--- config.mk ---
export PLATFORM = sky130hd
export DESIGN_NAME = selfprog_cfg_unit
export DESIGN_NICKNAME = d
export VERILOG_FILES = /design/src/rtl/selfprog_pkg.sv /design/src/rtl/cfg_window.sv /design/src/rtl/prog_timer.sv /design/src/rtl/cfg_read_mux.sv /design/src/rtl/selfprog_cfg_unit.sv
export SDC_FILE = /design/constraint.sdc
export NUM_CORES = 1
export LEC_CHECK = 0
export ABC_CLOCK_PERIOD_IN_PS = 1630
export BUFFER_PORTS_ARGS = -buffer_cell sky130_fd_sc_hd__clkbuf_2
export CORE_MARGIN = 5
export CORE_UTILIZATION = 38
export CTS_CLUSTER_DIAMETER = 60
export DETAILED_ROUTE_END_ITERATION = 6
export HOLD_SLACK_MARGIN = 0.06
export PLACE_DENSITY = 0.77
export SYNTH_ARGS = -nofsm -noshare
export SYNTH_HDL_FRONTEND = slang
export SYNTH_SLANG_ARGS = --single-unit
--- constraint.sdc ---
create_clock -name clk -period 1.63 [get_ports clk]
set_input_delay 0 -clock clk [delete_from_list [all_inputs] [get_ports clk]]
set_output_delay 0 -clock clk [all_outputs]
set_load 0.02 [all_outputs]
--- src/rtl/selfprog_pkg.sv ---
package selfprog_pkg;

  localparam int CB_EN     = 0;
  localparam int CB_ERASE  = 1;
  localparam int CB_PGWR   = 2;
  localparam int CB_CFGSEL = 3;
  localparam int CB_LOCKWR = 4;

  typedef enum logic [1:0] {
    OP_NONE = 2'd0,
    OP_ARM  = 2'd1,
    OP_PROG = 2'd2
  } ctl_op_e;

  // Config select takes priority over any operation bit.
  function automatic ctl_op_e decode_ctl(input logic [7:0] d);
    if (!d[CB_EN])          return OP_NONE;
    else if (d[CB_CFGSEL])  return OP_ARM;
    else if (d[CB_ERASE] || d[CB_PGWR] || d[CB_LOCKWR]) return OP_PROG;
    else                    return OP_NONE;
  endfunction

  // Programmed-bit masks in, read-sense byte out.
  function automatic logic [7:0] cfg_byte(input logic       in_range,
                                          input logic [1:0] idx,
                                          input logic [7:0] low_p,
                                          input logic [7:0] lock_p,
                                          input logic [3:0] ext_p,
                                          input logic [7:0] high_p);
    if (!in_range) return 8'hFF;
    case (idx)
      2'd0:    return ~low_p;
      2'd1:    return ~lock_p;
      2'd2:    return {4'hF, ~ext_p};
      default: return ~high_p;
    endcase
  endfunction

endpackage

--- src/rtl/cfg_window.sv ---
module cfg_window #(
  parameter int WIN_CYC = 3
) (
  input  logic clk,
  input  logic clr_n,
  input  logic arm_evt,
  input  logic cfg_hit,
  output logic win_open
);
  localparam int CW = $clog2(WIN_CYC + 1);

  logic [CW-1:0] left_q;

  always_ff @(posedge clk) begin
    if (!clr_n)             left_q <= '0;
    else if (arm_evt)       left_q <= CW'(WIN_CYC);
    else if (cfg_hit)       left_q <= '0;
    else if (left_q != '0)  left_q <= left_q - 1'b1;
  end

  assign win_open = (left_q != '0);
endmodule

--- src/rtl/prog_timer.sv ---
module prog_timer #(
  parameter int PROG_TICKS = 16
) (
  input  logic clk,
  input  logic por_n,
  input  logic start_evt,
  input  logic osc_tick,
  output logic busy,
  output logic done_evt
);
  localparam int TW = $clog2(PROG_TICKS + 1);

  logic [TW-1:0] ticks_q;
  logic          busy_q;

  assign done_evt = busy_q && osc_tick && (ticks_q == TW'(PROG_TICKS - 1));

  // Only power-on clear touches this state; system reset does not.
  always_ff @(posedge clk) begin
    if (!por_n) begin
      busy_q  <= 1'b0;
      ticks_q <= '0;
    end else if (start_evt) begin
      busy_q  <= 1'b1;
      ticks_q <= '0;
    end else if (done_evt) begin
      busy_q  <= 1'b0;
      ticks_q <= '0;
    end else if (busy_q && osc_tick) begin
      ticks_q <= ticks_q + 1'b1;
    end
  end

  assign busy = busy_q;
endmodule

--- src/rtl/cfg_read_mux.sv ---
module cfg_read_mux
  import selfprog_pkg::*;
#(
  parameter int         AW        = 16,
  parameter logic [7:0] LOW_PROG  = 8'h00,
  parameter logic [7:0] LOCK_PROG = 8'h00,
  parameter logic [3:0] EXT_PROG  = 4'h0,
  parameter logic [7:0] HIGH_PROG = 8'h00
) (
  input  logic          cfg_hit,
  input  logic [AW-1:0] rd_addr,
  input  logic [7:0]    fl_rdata,
  output logic [7:0]    rd_data
);
  logic in_range;
  assign in_range = (rd_addr >> 2) == '0;

  always_comb begin
    if (cfg_hit)
      rd_data = cfg_byte(in_range, rd_addr[1:0], LOW_PROG, LOCK_PROG, EXT_PROG, HIGH_PROG);
    else
      rd_data = fl_rdata;
  end
endmodule

--- src/rtl/selfprog_cfg_unit.sv ---
module selfprog_cfg_unit
  import selfprog_pkg::*;
#(
  parameter int         AW         = 16,
  parameter int         WIN_CYC    = 3,
  parameter int         PROG_TICKS = 16,
  parameter logic [7:0] LOW_PROG   = 8'h62,
  parameter logic [7:0] LOCK_PROG  = 8'h0C,
  parameter logic [3:0] EXT_PROG   = 4'h5,
  parameter logic [7:0] HIGH_PROG  = 8'h99
) (
  input  logic          clk,
  input  logic          por_n,
  input  logic          rst_n,
  input  logic          ctl_wr,
  input  logic [7:0]    ctl_wdata,
  input  logic          osc_tick,
  input  logic          rd_en,
  input  logic [AW-1:0] rd_addr,
  input  logic [7:0]    fl_rdata,
  output logic [7:0]    rd_data,
  output logic          busy
);
  ctl_op_e op;
  logic    cmd_ok, arm_evt, start_evt, done_evt, win_open, cfg_hit, win_clr_n;

  assign op        = decode_ctl(ctl_wdata);
  assign cmd_ok    = ctl_wr && rst_n && por_n;
  assign arm_evt   = cmd_ok && (op == OP_ARM);
  assign start_evt = cmd_ok && (op == OP_PROG) && !busy;
  assign cfg_hit   = rd_en && win_open;
  assign win_clr_n = rst_n && por_n;

  cfg_window #(.WIN_CYC(WIN_CYC)) win_i (
    .clk(clk), .clr_n(win_clr_n), .arm_evt(arm_evt),
    .cfg_hit(cfg_hit), .win_open(win_open)
  );

  prog_timer #(.PROG_TICKS(PROG_TICKS)) tmr_i (
    .clk(clk), .por_n(por_n), .start_evt(start_evt),
    .osc_tick(osc_tick), .busy(busy), .done_evt(done_evt)
  );

  cfg_read_mux #(
    .AW(AW), .LOW_PROG(LOW_PROG), .LOCK_PROG(LOCK_PROG),
    .EXT_PROG(EXT_PROG), .HIGH_PROG(HIGH_PROG)
  ) mux_i (
    .cfg_hit(cfg_hit), .rd_addr(rd_addr), .fl_rdata(fl_rdata), .rd_data(rd_data)
  );
endmodule

=== Word level (Yosys, flattened, before mapping) ===
Index checks and enable logic that the tools add are counted.

* Add/sub/neg operators: 2
* Equal/unequal tests: 5
* Mux-type cells: 14
* Bitwise logic cells: 1
* Reduce and logical (&&, ||, !) cells: 18

{| class="wikitable"
|+ Operators with widths
! cell !! number
|-
| $mux 8 || 3
|-
| $pmux 8 s3 || 1
|-
| $logic_not 16->1 || 1
|-
| $mux 2 || 6
|-
| $logic_and 1x1->1 || 9
|-
| $add 5x1->5 const B || 1
|-
| $eq 5x4->1 const B || 1
|-
| $eq 2x1->1 const B || 2
|-
| $eq 2x2->1 const B || 2
|-
| $mux 1 || 4
|-
| $reduce_bool 2->1 || 2
|-
| $reduce_bool 3->1 || 1
|-
| $reduce_or 3->1 || 1
|-
| $logic_not 2->1 || 1
|-
| $logic_or 1x1->1 || 2
|-
| $sub 2x1->2 const B || 1
|-
| $logic_not 1->1 || 1
|-
| $not 1->1 || 1
|}

* Flip-flop bits (word level): 8
* Input port bits: 38
* Output and inout port bits: 9
* Logic and storage cells: 43

=== Depth between registers and ports, before layout ===
Gate-level depths: netlist of run 1.

* Word-level depth: 9
* Depth in mapped cells: 7
* Mapped depth without buffers: 6

=== Cells and area by module ===
From an unflattened synthesis of run 1, not the netlist that was laid out.

* Cell total of the unflattened synthesis: 83
* Area total of the unflattened synthesis: 654.4 um2

{| class="wikitable"
|+ By module, submodules not included
! module !! times used !! cells each !! area each (um2) !! seq. area each (um2)
|-
| prog_timer || 1 || 31 || 296.5 || 120.1
|-
| cfg_read_mux || 1 || 32 || 201.4 || 0.0
|-
| cfg_window || 1 || 13 || 112.6 || 40.0
|-
| selfprog_cfg_unit || 1 || 7 || 43.8 || 0.0
|}

=== Worst setup path before layout of run 1 ===
Ideal clock, no wire load.

* Path kind: flip-flop to flip-flop
* From: reg tmr_i.ticks_q[0]
* To: reg tmr_i.ticks_q[4]
* Library setup time: 0.114 ns
* Arrival: 1.369 ns
* Data required time: 1.516 ns
* Slack: 0.146 ns
* Stages on the path, launching flop included: 7
* Path buffers: 0
* Clock period less this slack: 1.484 ns
* Cell sequence: dfxtp_1 ha_1 and3_1 ha_1 nand3_1 nand2_1 a2111oi_0

* Word-level cells in the longest chain between the ends: 3
* Elaborated cells between the ends (all ways): 4
* Classes of those cells: add/sub: 1; eq/ne: 1; reduce/logical: 2

{| class="wikitable"
|+ RTL lines
! what !! RTL line !! text
|-
| from (decl) || prog_timer.sv:13 || <nowiki>logic [TW-1:0] ticks_q;</nowiki>
|-
| from (signal assigned) || prog_timer.sv:30 || <nowiki>ticks_q <= ticks_q + 1'b1;</nowiki>
|-
| parallel branches: the longest is 3 deep, another holds $add 5x1->5 || n/a ||
|}

Parallel ways; which one is timed is not known.
A chain may end at the register's enable or synchronous reset.

=== Worst setup path in the final report of run 1 ===
* From: reg win_i.left_q[0]
* To: out rd_data[4]

* Word-level cells in the longest chain between the ends: 3

{| class="wikitable"
|+ RTL lines
! what !! RTL line !! text
|-
| from (decl) || cfg_window.sv:12 || <nowiki>logic [CW-1:0] left_q;</nowiki>
|-
| from (signal assigned) || cfg_window.sv:16 || <nowiki>else if (arm_evt) left_q <= CW'(WIN_CYC);</nowiki>
|-
| from (signal assigned) || cfg_window.sv:18 || <nowiki>else if (left_q != '0) left_q <= left_q - 1'b1;</nowiki>
|-
| $reduce_bool 2->1 || cfg_window.sv:21 || <nowiki>assign win_open = (left_q != '0);</nowiki>
|-
| $logic_and 1x1->1 || selfprog_cfg_unit.sv:31 || <nowiki>assign cfg_hit = rd_en && win_open;</nowiki>
|-
| $mux 8 || cfg_read_mux.sv:19 || <nowiki>if (cfg_hit)</nowiki>
|-
| to (decl) || selfprog_cfg_unit.sv:21 || <nowiki>output logic [7:0] rd_data,</nowiki>
|}

Every way passes these cells.

==> results of run 1 <==
-- timing repair --
action / CTS / global route
setup endpoints to repair: 0 / 9
buffers inserted: 0 / 0
endpoints found under the hold margin: 4 / 0
gates resized for setup: 0 / 8
hold buffers: 3 / 0
-- logic make-up after synthesis --
family	after synthesis	synth area share
buffers and inverters	9	0.06084
adder cells (fa/ha/maj)	8	0.1623
AND/OR/NAND/NOR	32	0.2779
AO/OA/AOI/OAI	18	0.1947
multiplexers	1	0.01623
XOR/XNOR	2	0.02840
flip-flops	8	0.2596
-- metrics by stage --
| step | worst slack [ns] | util | power [W] |
|---|---|---|---|
| floorplan | 0.1461 | - | 0.0002690 |
| global placement | 0.1231 | 0.5640 | 0.0003322 |
| detailed placement | 0.07113 | 0.5640 | 0.0003360 |
| CTS | 0.02913 | 0.5985 | 0.0005015 |
| global route | 0.005714 | 0.6117 | 0.0005264 |
| finish | 0.1291 | 0.6117 | 0.0004960 |
-- registers in the layout (all words and copies together) (netlist names) --
signal / flops
tmr_i.busy: 1
tmr_i.ticks_q: 5
win_i.left_q: 2
-- power groups by stage --
stage	clock, W	sequential (W)	combinational, W
2_1_floorplan	0	0.000207	0.0000618
3_3_place_gp	0	0.000206	0.000126
3_5_place_dp	0	0.000207	0.000129
4_1_cts	0.000164	0.000202	0.000136
5_1_grt	0.000170	0.000203	0.000154
6_report	0.000155	0.000203	0.000138
-- area by class of cell --
| type | count | area [um2] |
|---|---|---|
| clock buffer | 3 | 22.52 |
| tap | 16 | 20.02 |
| timing repair buffer | 50 | 276.5 |
| sequential | 8 | 160.2 |
| multi-input combinational | 61 | 430.4 |
| fill | 138 | 591.8 |
| inverter | 6 | 22.52 |
-- final timing paths --
check                          end  slack (ns)  depth (start not counted)
hold reg to reg   tmr_i.ticks_q[4]        0.49                          2
hold / removal     win_i.left_q[1]        0.08                          4
setup reg to reg  tmr_i.ticks_q[4]        0.13                          6
setup / recovery        rd_data[4]        0.13                          7
-- cells in the final DEF (no fill, tap or decap), drive strengths merged --
| master | synthesis | routed |
|---|---|---|
| o21bai | 2 | 2 |
| or2 | 1 | 1 |
| dfxtp | 8 | 8 |
| nor2 | 9 | 9 |
| nor3 | 6 | 6 |
| and4 | 1 | 1 |
| buf | 2 | 7 |
| ha | 8 | 8 |
| o21ai | 2 | 2 |
| a2111oi | 1 | 1 |
| mux2i | 1 | 1 |
| dlygate4sd3 | 0 | 3 |
| inv | 6 | 6 |
| nand4 | 1 | 1 |
| clkbuf | 1 | 43 |
| nor2b | 1 | 1 |
| nand3 | 3 | 3 |
| a211oi | 1 | 1 |
| or3 | 1 | 1 |
| a21oi | 3 | 3 |
| nand2 | 3 | 3 |
| a31o | 1 | 1 |
| and3 | 2 | 2 |
| nor4 | 4 | 4 |
| a31oi | 8 | 8 |
| xor2 | 2 | 2 |
-- worst register-to-register path, stage by stage, from the launching register on --
cell and delay, ns:
dfxtp_1 0.33, ha_1 0.21, and3_1 0.19, ha_1 0.18, nand3_1 0.10, nand2_1 0.08, a2111oi_2 0.32
-- metal layers --
metal,vias to the layer above,GRT usage,routed length (um)
li1,386,-,-
met1,336,0.1270,606
met2,26,0.2218,835
met3,3,0.05030,177
met4,0,0.03830,17
met5,-,0,0
==> flow_summary.json, run 1 <==
{
  "status": "finished clean",
  "clk_transition_reported_paths_ns": 0.05,
  "synth-edff-count": 0,
  "finalCritPeriodShare": 0.9208,
  "slowest_delay_ns": 0.34,
  "clk_latency_ns": 0.26,
  "track_usage": 0.1224,
  "slew_viol_final": 0,
  "vdd_ir_drop_max_mv": 0.3227,
  "final_area_um2": 932.1,
  "switching_share": 0.2878,
  "cpLargestDelayFamily": "buffers and inverters",
  "grt_pass1_wl_um": 2539,
  "fin_crit_ns": 1.501,
  "cts.sinks": 8,
  "cp-end-kind": "primary output",
  "worst_slew_pin_slew_ns": 0.2649,
  "num_vias": 751,
  "numCtsBuffers": 3,
  "p_leak_nw": 0.4691,
  "rsz0062_at_grt": "no",
  "clockBufferDepth": 2,
  "worstSetupStartpointType": "flip-flop",
  "crit_required_ns": 1.63,
  "relSlewSlack": 0.8232,
  "antenna_found_initial": 0,
  "synth_cell_types": 28,
  "path_cells": "inv_1 > ha_2 > nor2b_2 > buf_6 > nor2_1 > a31oi_1 > clkbuf_2",
  "placed_cells": 137,
  "syn_to_final_growth_pct": 51.12,
  "netlist.area_leader.share": 0.2596,
  "rr_startpoint": "tmr_i.ticks_q[0]",
  "start_util": 0.4048,
  "tns_ns": 0,
  "grt_max_degree": 17,
  "ctsRootBufferMaster": "clkbuf_4",
  "htreeDepth": 1,
  "synth.top_cells.by_count": "9 x nor2_1, 8 x a31oi_1, 8 x dfxtp_1, 8 x ha_1",
  "overflow": 0,
  "totalWireLength_um": 1635,
  "p_sw_w": 0.0001427,
  "post_drt_wl_per_cell_um": 11.35,
  "setup_viol_count_final": 0,
  "synth_area_leaders": "dfxtp_1 26%, ha_1 16%, a31oi_1 8.1%",
  "grt_pass1_vias": 677,
  "syn_inst": 78,
  "min_from": "ctl_wdata[3]",
  "hold_viol": 0,
  "io_pins": 47,
  "vias_per_cell": 5.215,
  "nets": 176,
  "worstPathMaxFanout": 8,
  "maxCapViolCount": 0,
  "synth_top_flop_cell": "dfxtp_1",
  "worstSetupPathType": "reg -> out",
  "ys_seq_area_frac": 0.2596,
  "die_h_um": 50.29,
  "routabilityCongestion": 0.7176,
  "crit_path_top_delay_cell": "dfxtp_1",
  "pwr-share-seq": 0.408,
  "yosysTopAreaCell": "dfxtp_1",
  "fin_hold_ws_ns": 0.07869,
  "drive_above_1_share": 0.4609,
  "drtAntennaViolNets": 0,
  "clkPwrFrac": 0.313,
  "crit_arrival_ns": 1.50,
  "syn_area_per_cell_um2": 7.908,
  "fin_skew_ns": 0.0009783,
  "crit_buf_inv": 3,
  "async_flop_share": 0,
  "rows": 14,
  "powerDensity_nw_per_um2": 532.1,
  "ys_seq_elements": 8,
  "crit_start": "win_i.left_q[0]",
  "yosys_warnings": 0,
  "coreArea_um2": 1524,
  "max_freq_mhz": 666.3,
  "die_area_um2": 2529,
  "intPower_w": 0.0003532,
  "power_frac_comb": 0.279,
  "synth_most_common_cell": "nor2_1",
  "fin_cells": 144,
  "drc": 0,
  "synth_fp_nets": 124,
  "die_w_um": 50.29,
  "hold_path_class": "in -> reg",
  "synth_area_um2": 616.8,
  "diodes": 0,
  "dpl-instance-area_um2": 859.6,
  "drtIter0Drc": 8,
  "cts_tree": "yes",
  "io_buffers": 43,
  "firstDrtPassIters": 4,
  "hpwl_um": 1337
}
Power figures use the tool's default switching activity.
==> inputs of run 2 (changes only) <==
--- a/config.mk
+++ b/config.mk
@@ -7,6 +7,6 @@
 export LEC_CHECK = 0
-export ABC_CLOCK_PERIOD_IN_PS = 1630
+export ABC_CLOCK_PERIOD_IN_PS = 1280
 export BUFFER_PORTS_ARGS = -buffer_cell sky130_fd_sc_hd__clkbuf_2
 export CORE_MARGIN = 5
-export CORE_UTILIZATION = 38
+export CORE_UTILIZATION = 35
 export CTS_CLUSTER_DIAMETER = 60
@@ -14,3 +14,3 @@
 export HOLD_SLACK_MARGIN = 0.06
-export PLACE_DENSITY = 0.77
+export PLACE_DENSITY = 0.75
 export SYNTH_ARGS = -nofsm -noshare
==> constraint.sdc (replaced) <==
create_clock -name clk -period 1.28 [get_ports clk]
set_input_delay 0 -clock clk [delete_from_list [all_inputs] [get_ports clk]]
set_output_delay 0 -clock clk [all_outputs]
set_load 0.05 [all_outputs]
==> run 2 against run 1 <==
Against the previous run:
- the run now ends with setup timing left
- critical path depth unchanged
- wire length increased by 60%
- worst hold slack improved by 0.0023 ns
- combinational power grew to 2.6 times the previous value
- sequential share of layout area fell by 5.5 points
- non-clock buffer count increased by 14
- global-route usage increased by 5.7 points
- cell area up 55%
- register-to-register slack worse by 0.20 ns
- critical path type unchanged
==> flow_summary.json, run 2 (same netlist as run 1, synthesis figures left out) <==
{
  "status": "finished with violations",
  "violations": "setup timing",
  "r2r_cells": 6,
  "drtAntennaViolNets": 0,
  "die_h_um": 51.98,
  "track_usage": 0.1793,
  "fin_crit_ns": 1.551,
  "crit_start": "win_i.left_q[0]",
  "reg2reg_slack_ns": -0.07,
  "cts_tree": "yes",
  "coreArea_um2": 1708,
  "hold_path_class": "in -> reg",
  "io_buffers": 43,
  "htreeDepth": 1,
  "hold_viol": 0,
  "vias_per_cell": 5.006,
  "min_to": "win_i.left_q[1]",
  "setup_ws_ns": -0.2713,
  "clk_transition_reported_paths_ns": 0.06,
  "worstSetupStartpointType": "flip-flop",
  "slew_viol_final": 0,
  "top_usage_layer": "met2",
  "use_met1": 0.1756,
  "grt_pass1_wl_um": 3608,
  "nets": 190,
  "drive_above_1_share": 0.7063,
  "cts.sinks": 8,
  "num_vias": 841,
  "worst_slew_pin_slew_ns": 0.3240,
  "rsz0062_at_grt": "yes",
  "ctsRootBufferMaster": "clkbuf_4",
  "grt_pass1_vias": 849,
  "largest_reg_flops": 5,
  "gr-usage-met2": 0.3452,
  "gr-usage-met3": 0.06017,
  "min_from": "ctl_wdata[3]",
  "antenna_found_initial": 0,
  "tns_ns": -2.198,
  "diodes": 0,
  "fin_skew_ns": 0.01269,
  "clk_latency_ns": 0.26,
  "worstPathMaxFanout": 6,
  "die_area_um2": 2702,
  "hold_path_depth": 4,
  "totalWireLength_um": 2618,
  "rows": 15,
  "routabilityCongestion": 0.7616,
  "regMostFlops": "tmr_i.ticks_q",
  "vdd_ir_drop_max_mv": 0.6524,
  "cp-end-kind": "primary output",
  "start_util": 0.3612,
  "final_common_cell": "clkbuf_2",
  "crit_arrival_ns": 1.55,
  "overflow": 0,
  "final_area_um2": 1444,
  "rr_startpoint": "tmr_i.ticks_q[0]",
  "numCtsBuffers": 3,
  "finalCritPeriodShare": 1.212,
  "firstDrtPassIters": 4,
  "maxCapViolCount": 0,
  "setup_viol_count_final": 13,
  "drc": 0,
  "post_drt_wl_per_cell_um": 15.58,
  "final_cell_mix": "35 x clkbuf_2, 13 x buf_4, 8 x a31oi_4",
  "die_w_um": 51.98,
  "relSlewSlack": 0.7840,
  "syn_to_final_growth_pct": 134.1,
  "powerDensity_nw_per_um2": 574.1,
  "drtIter0Drc": 4,
  "io_pins": 47,
  "clockBufferDepth": 2,
  "dpl-instance-area_um2": 1147,
  "crit_required_ns": 1.28,
  "p_leak_nw": 0.6048,
  "num-fill-cells": 94,
  "grt_max_degree": 14,
  "timing.rr.end": "tmr_i.busy",
  "max_freq_mhz": 644.6,
  "worstSetupPathType": "reg -> out",
  "hpwl_um": 1663
}
-- run 2: changes by cell type in the layout (fill, tap and decap cells not counted), moves of 7 or more --
| cell | before | now |
|---|---|---|
| a31oi_4 | 0 | 8 |
| buf_8 | 0 | 7 |
| a31oi_1 | 8 | 0 |
| buf_4 | 2 | 13 |
-- run 2: report_power, final --
part           internal, W  switching [W]  leakage [nW]  total [W]
clock             0.000120      0.0000939        0.0150   0.000214
combinational     0.000170       0.000186         0.522   0.000356
sequential        0.000253     0.00000612        0.0674   0.000259
-- run 2: layout make-up --
| class | instances | area [um2] | share of cell area |
|---|---|---|---|
| Inverter | 6 | 22.52 | 0.01560 |
| Multi-Input combinational cell | 61 | 670.6 | 0.4645 |
| Tap cell | 25 | 31.28 | 0.02166 |
| Clock buffer | 4 | 26.28 | 0.01820 |
| Sequential cell | 8 | 168.9 | 0.1170 |
| Timing Repair Buffer | 64 | 524.3 | 0.3631 |
-- run 2: worst max-delay path, cell delays in order (launching register included) --
cell and delay (ns):
dfxtp_2 0.35, inv_2 0.05, ha_4 0.16, nor2b_4 0.16, clkbuf_16 0.18, nor2_2 0.05
a31oi_4 0.16, buf_8 0.17
-- run 2: layer usage --
layer / up-vias / wire, um
li1: 417 / -
met1: 392 / 835
met2: 22 / 1578
met3: 10 / 94
met4: 0 / 110
met5: - / 0
-- run 2: stage by stage --
stage	cells	power (W)	worst slack (ns)	hold slack [ns]	utilization
final	168	0.0008289	-0.2713	0.08098	0.8454
after floorplan	78	0.0004323	-0.1654	0.1268	-
after global routing	168	0.0008795	-0.3539	0.08424	0.8454
after detailed placement	154	0.0005370	-0.2557	0.2563	0.6718
after global placement	154	0.0005306	-0.1731	0.2471	0.6718
after CTS	161	0.0007975	-0.2253	0.07097	0.7861
-- run 2: worst max path at each step --
stage / cells after the start / end
2_1_floorplan: 5 / tmr_i.ticks_q[4]
3_3_place_gp: 5 / tmr_i.ticks_q[4]
3_5_place_dp: 5 / tmr_i.ticks_q[4]
4_1_cts: 7 / rd_data[2]
5_1_grt: 7 / rd_data[1]
6_report: 7 / rd_data[1]
-- run 2: timing repair --
| action | 4_1_cts | 5_1_grt |
|---|---|---|
| gates cloned | 0 | 1 |
| endpoints found under the setup margin | 14 | 12 |
| hold endpoints to repair | 3 | 0 |
| hold buffers | 3 | 0 |
| pin swaps | 4 | 7 |
| gates resized for setup | 27 | 12 |
| buffers inserted | 1 | 6 |
==> inputs of run 3 (changes only) <==
CORE_MARGIN = 3   (was 5)
==> run 3 against run 2 <==
Against the previous run:
- the run still ends with setup timing left
- first-iteration DRC count grew to 2.8 times the previous value
- clock skew shrank 0.0015 ns
- count of clock-buffer cells in the layout is the same
- global-route usage grew 5.4 points
- total power grew 1.7%
- wire length grew 9.2%
- cell area shrank 2.2%
- combinational power is essentially flat
- maximum frequency grew 1.6%
==> flow_summary.json, run 3 (same netlist as run 1, synthesis figures left out) <==
{
  "worstSetupStartpointType": "flip-flop",
  "clk_latency_ns": 0.27,
  "worstPathMaxFanout": 12,
  "cpLargestDelayFamily": "buffers and inverters",
  "switching_share": 0.3611,
  "endpoint": "rd_data[2]",
  "num-fill-cells": 56,
  "power_frac_comb": 0.421,
  "antenna_found_initial": 0,
  "crit_arrival_ns": 1.53,
  "regMostFlops": "tmr_i.ticks_q",
  "rows": 14,
  "final_area_um2": 1413,
  "cts_tree": "yes",
  "vias_per_cell": 5.732,
  "drtAntennaViolNets": 0,
  "die_area_um2": 2302,
  "setup_viol_count_final": 12,
  "slew_viol_final": 0,
  "ctsRootBufferMaster": "clkbuf_4",
  "drtIter0Drc": 11,
  "final_common_cell": "clkbuf_2",
  "start_util": 0.3913,
  "violations": "setup timing",
  "cp-end-kind": "primary output",
  "clockBufferDepth": 2,
  "hold_path_class": "in -> reg",
  "routabilityCongestion": 0.6851,
  "die_h_um": 47.98,
  "nets": 188,
  "intPower_w": 0.0005389,
  "crit_path_top_delay_cell": "dfxtp_2",
  "pwr-share-seq": 0.307,
  "timing.rr.end": "tmr_i.ticks_q[4]",
  "crit_required_ns": 1.28,
  "setup_ws_ns": -0.2466,
  "utilization": 0.8960,
  "diodes": 0,
  "maxCapViolCount": 0,
  "die_w_um": 47.98,
  "io_buffers": 43,
  "final_cell_mix": "35 x clkbuf_2, 11 x buf_4, 8 x nor2_1, 8 x a31oi_4, 8 x buf_8",
  "p_sw_w": 0.0003045,
  "worstSetupPathType": "reg -> out",
  "overflow": 0,
  "r2r_cells": 6,
  "totalWireLength_um": 2859,
  "drc": 0,
  "relSlewSlack": 0.7736,
  "p_leak_nw": 0.6004,
  "clkPwrFrac": 0.273,
  "hpwl_um": 1753,
  "firstDrtPassIters": 4,
  "powerDensity_nw_per_um2": 597.1,
  "path_cells": "inv_2 > ha_4 > nor2b_4 > buf_12 > nor2_1 > a31oi_4 > buf_8",
  "numCtsBuffers": 3,
  "cts.sinks": 8,
  "largest_reg_flops": 5,
  "fin_hold_ws_ns": 0.08834,
  "htreeDepth": 1,
  "tns_ns": -1.954,
  "drive_above_1_share": 0.6950,
  "grt_pass1_vias": 824,
  "hold_path_depth": 4,
  "fin_crit_ns": 1.527,
  "grt_pass1_wl_um": 3470,
  "dpl-instance-area_um2": 1131,
  "slowest_delay_ns": 0.35,
  "io_pins": 47,
  "grt_max_degree": 13,
  "coreArea_um2": 1577,
  "post_drt_wl_per_cell_um": 18.21,
  "rr_startpoint": "tmr_i.ticks_q[0]",
  "num_vias": 900,
  "rsz0062_at_grt": "yes",
  "vdd_ir_drop_max_mv": 0.5123,
  "fin_skew_ns": 0.01120,
  "reg2reg_slack_ns": -0.08,
  "crit_buf_inv": 3,
  "hold_viol": 0,
  "worst_slew_pin_slew_ns": 0.3301,
  "path_depth": 7,
  "finalCritPeriodShare": 1.193,
  "max_freq_mhz": 655.0,
  "status": "finished with violations",
  "crit_start": "win_i.left_q[1]",
  "syn_to_final_growth_pct": 129.0,
  "track_usage": 0.2329,
  "clk_transition_reported_paths_ns": 0.07
}
-- run 3: cell types whose count changed in the layout (fill, tap and decap cells not counted), sizes merged --
| cell | change |
|---|---|
| dlygate4sd3 | -1 |
| clkbuf | -1 |
-- run 3: worst min-delay path by stage --
stage / from / to / slack, ns
2_1_floorplan: por_n / win_i.left_q[1] / 0.13
3_3_place_gp: rst_n / win_i.left_q[1] / 0.25
3_5_place_dp: rst_n / win_i.left_q[1] / 0.27
4_1_cts: por_n / tmr_i.busy / 0.07
5_1_grt: ctl_wdata[3] / win_i.left_q[1] / 0.09
6_report: ctl_wdata[3] / win_i.left_q[1] / 0.09
-- run 3: worst register-to-register path: stages (launching register included) --
cell,delay (ns)
dfxtp_2,0.33
ha_4,0.15
and3_4,0.15
ha_4,0.16
nand3_4,0.10
nand2_8,0.08
a2111oi_4,0.30
-- run 3: final cells by class --
type | count | area (um2) | share of cell area
repair buffers | 62 | 483.0 | 0.3419
flip-flops and latches | 8 | 168.9 | 0.1196
clock buffers | 4 | 26.28 | 0.01860
inverters | 6 | 22.52 | 0.01594
well taps | 16 | 20.02 | 0.01417
multi-input cells | 61 | 691.9 | 0.4898
-- run 3: what timing repair did --
item,4_1_cts,5_1_grt
setup buffers,1,2
pin swaps,7,2
hold buffers,2,0
setup endpoints to repair,14,15
cloned,0,0
hold endpoints to repair,2,0
resized for setup,28,18
-- run 3: metrics by stage --
step	total power, W	std cells	worst slack [ns]
after floorplan	0.0004323	78	-0.1654
after global placement	0.0005230	148	-0.1727
after detailed placement	0.0005348	148	-0.2392
after CTS	0.0007993	155	-0.2158
after global routing	0.0008774	157	-0.2898
final	0.0008434	157	-0.2466
-- run 3: power groups by stage --
stage,combinational (W),clock [W],sequential [W]
2_1_floorplan,0.000166,0,0.000266
3_3_place_gp,0.000261,0,0.000262
3_5_place_dp,0.000272,0,0.000263
4_1_cts,0.000320,0.000221,0.000258
5_1_grt,0.000371,0.000247,0.000259
6_report,0.000355,0.000230,0.000259
-- run 3: metal layers --
layer,up-vias,global-route usage,part of all wire
li1,418,-,-
met1,406,0.1864,0.33
met2,62,0.4881,0.57
met3,14,0.06391,0.052
met4,0,0.1183,0.049
met5,-,0,0
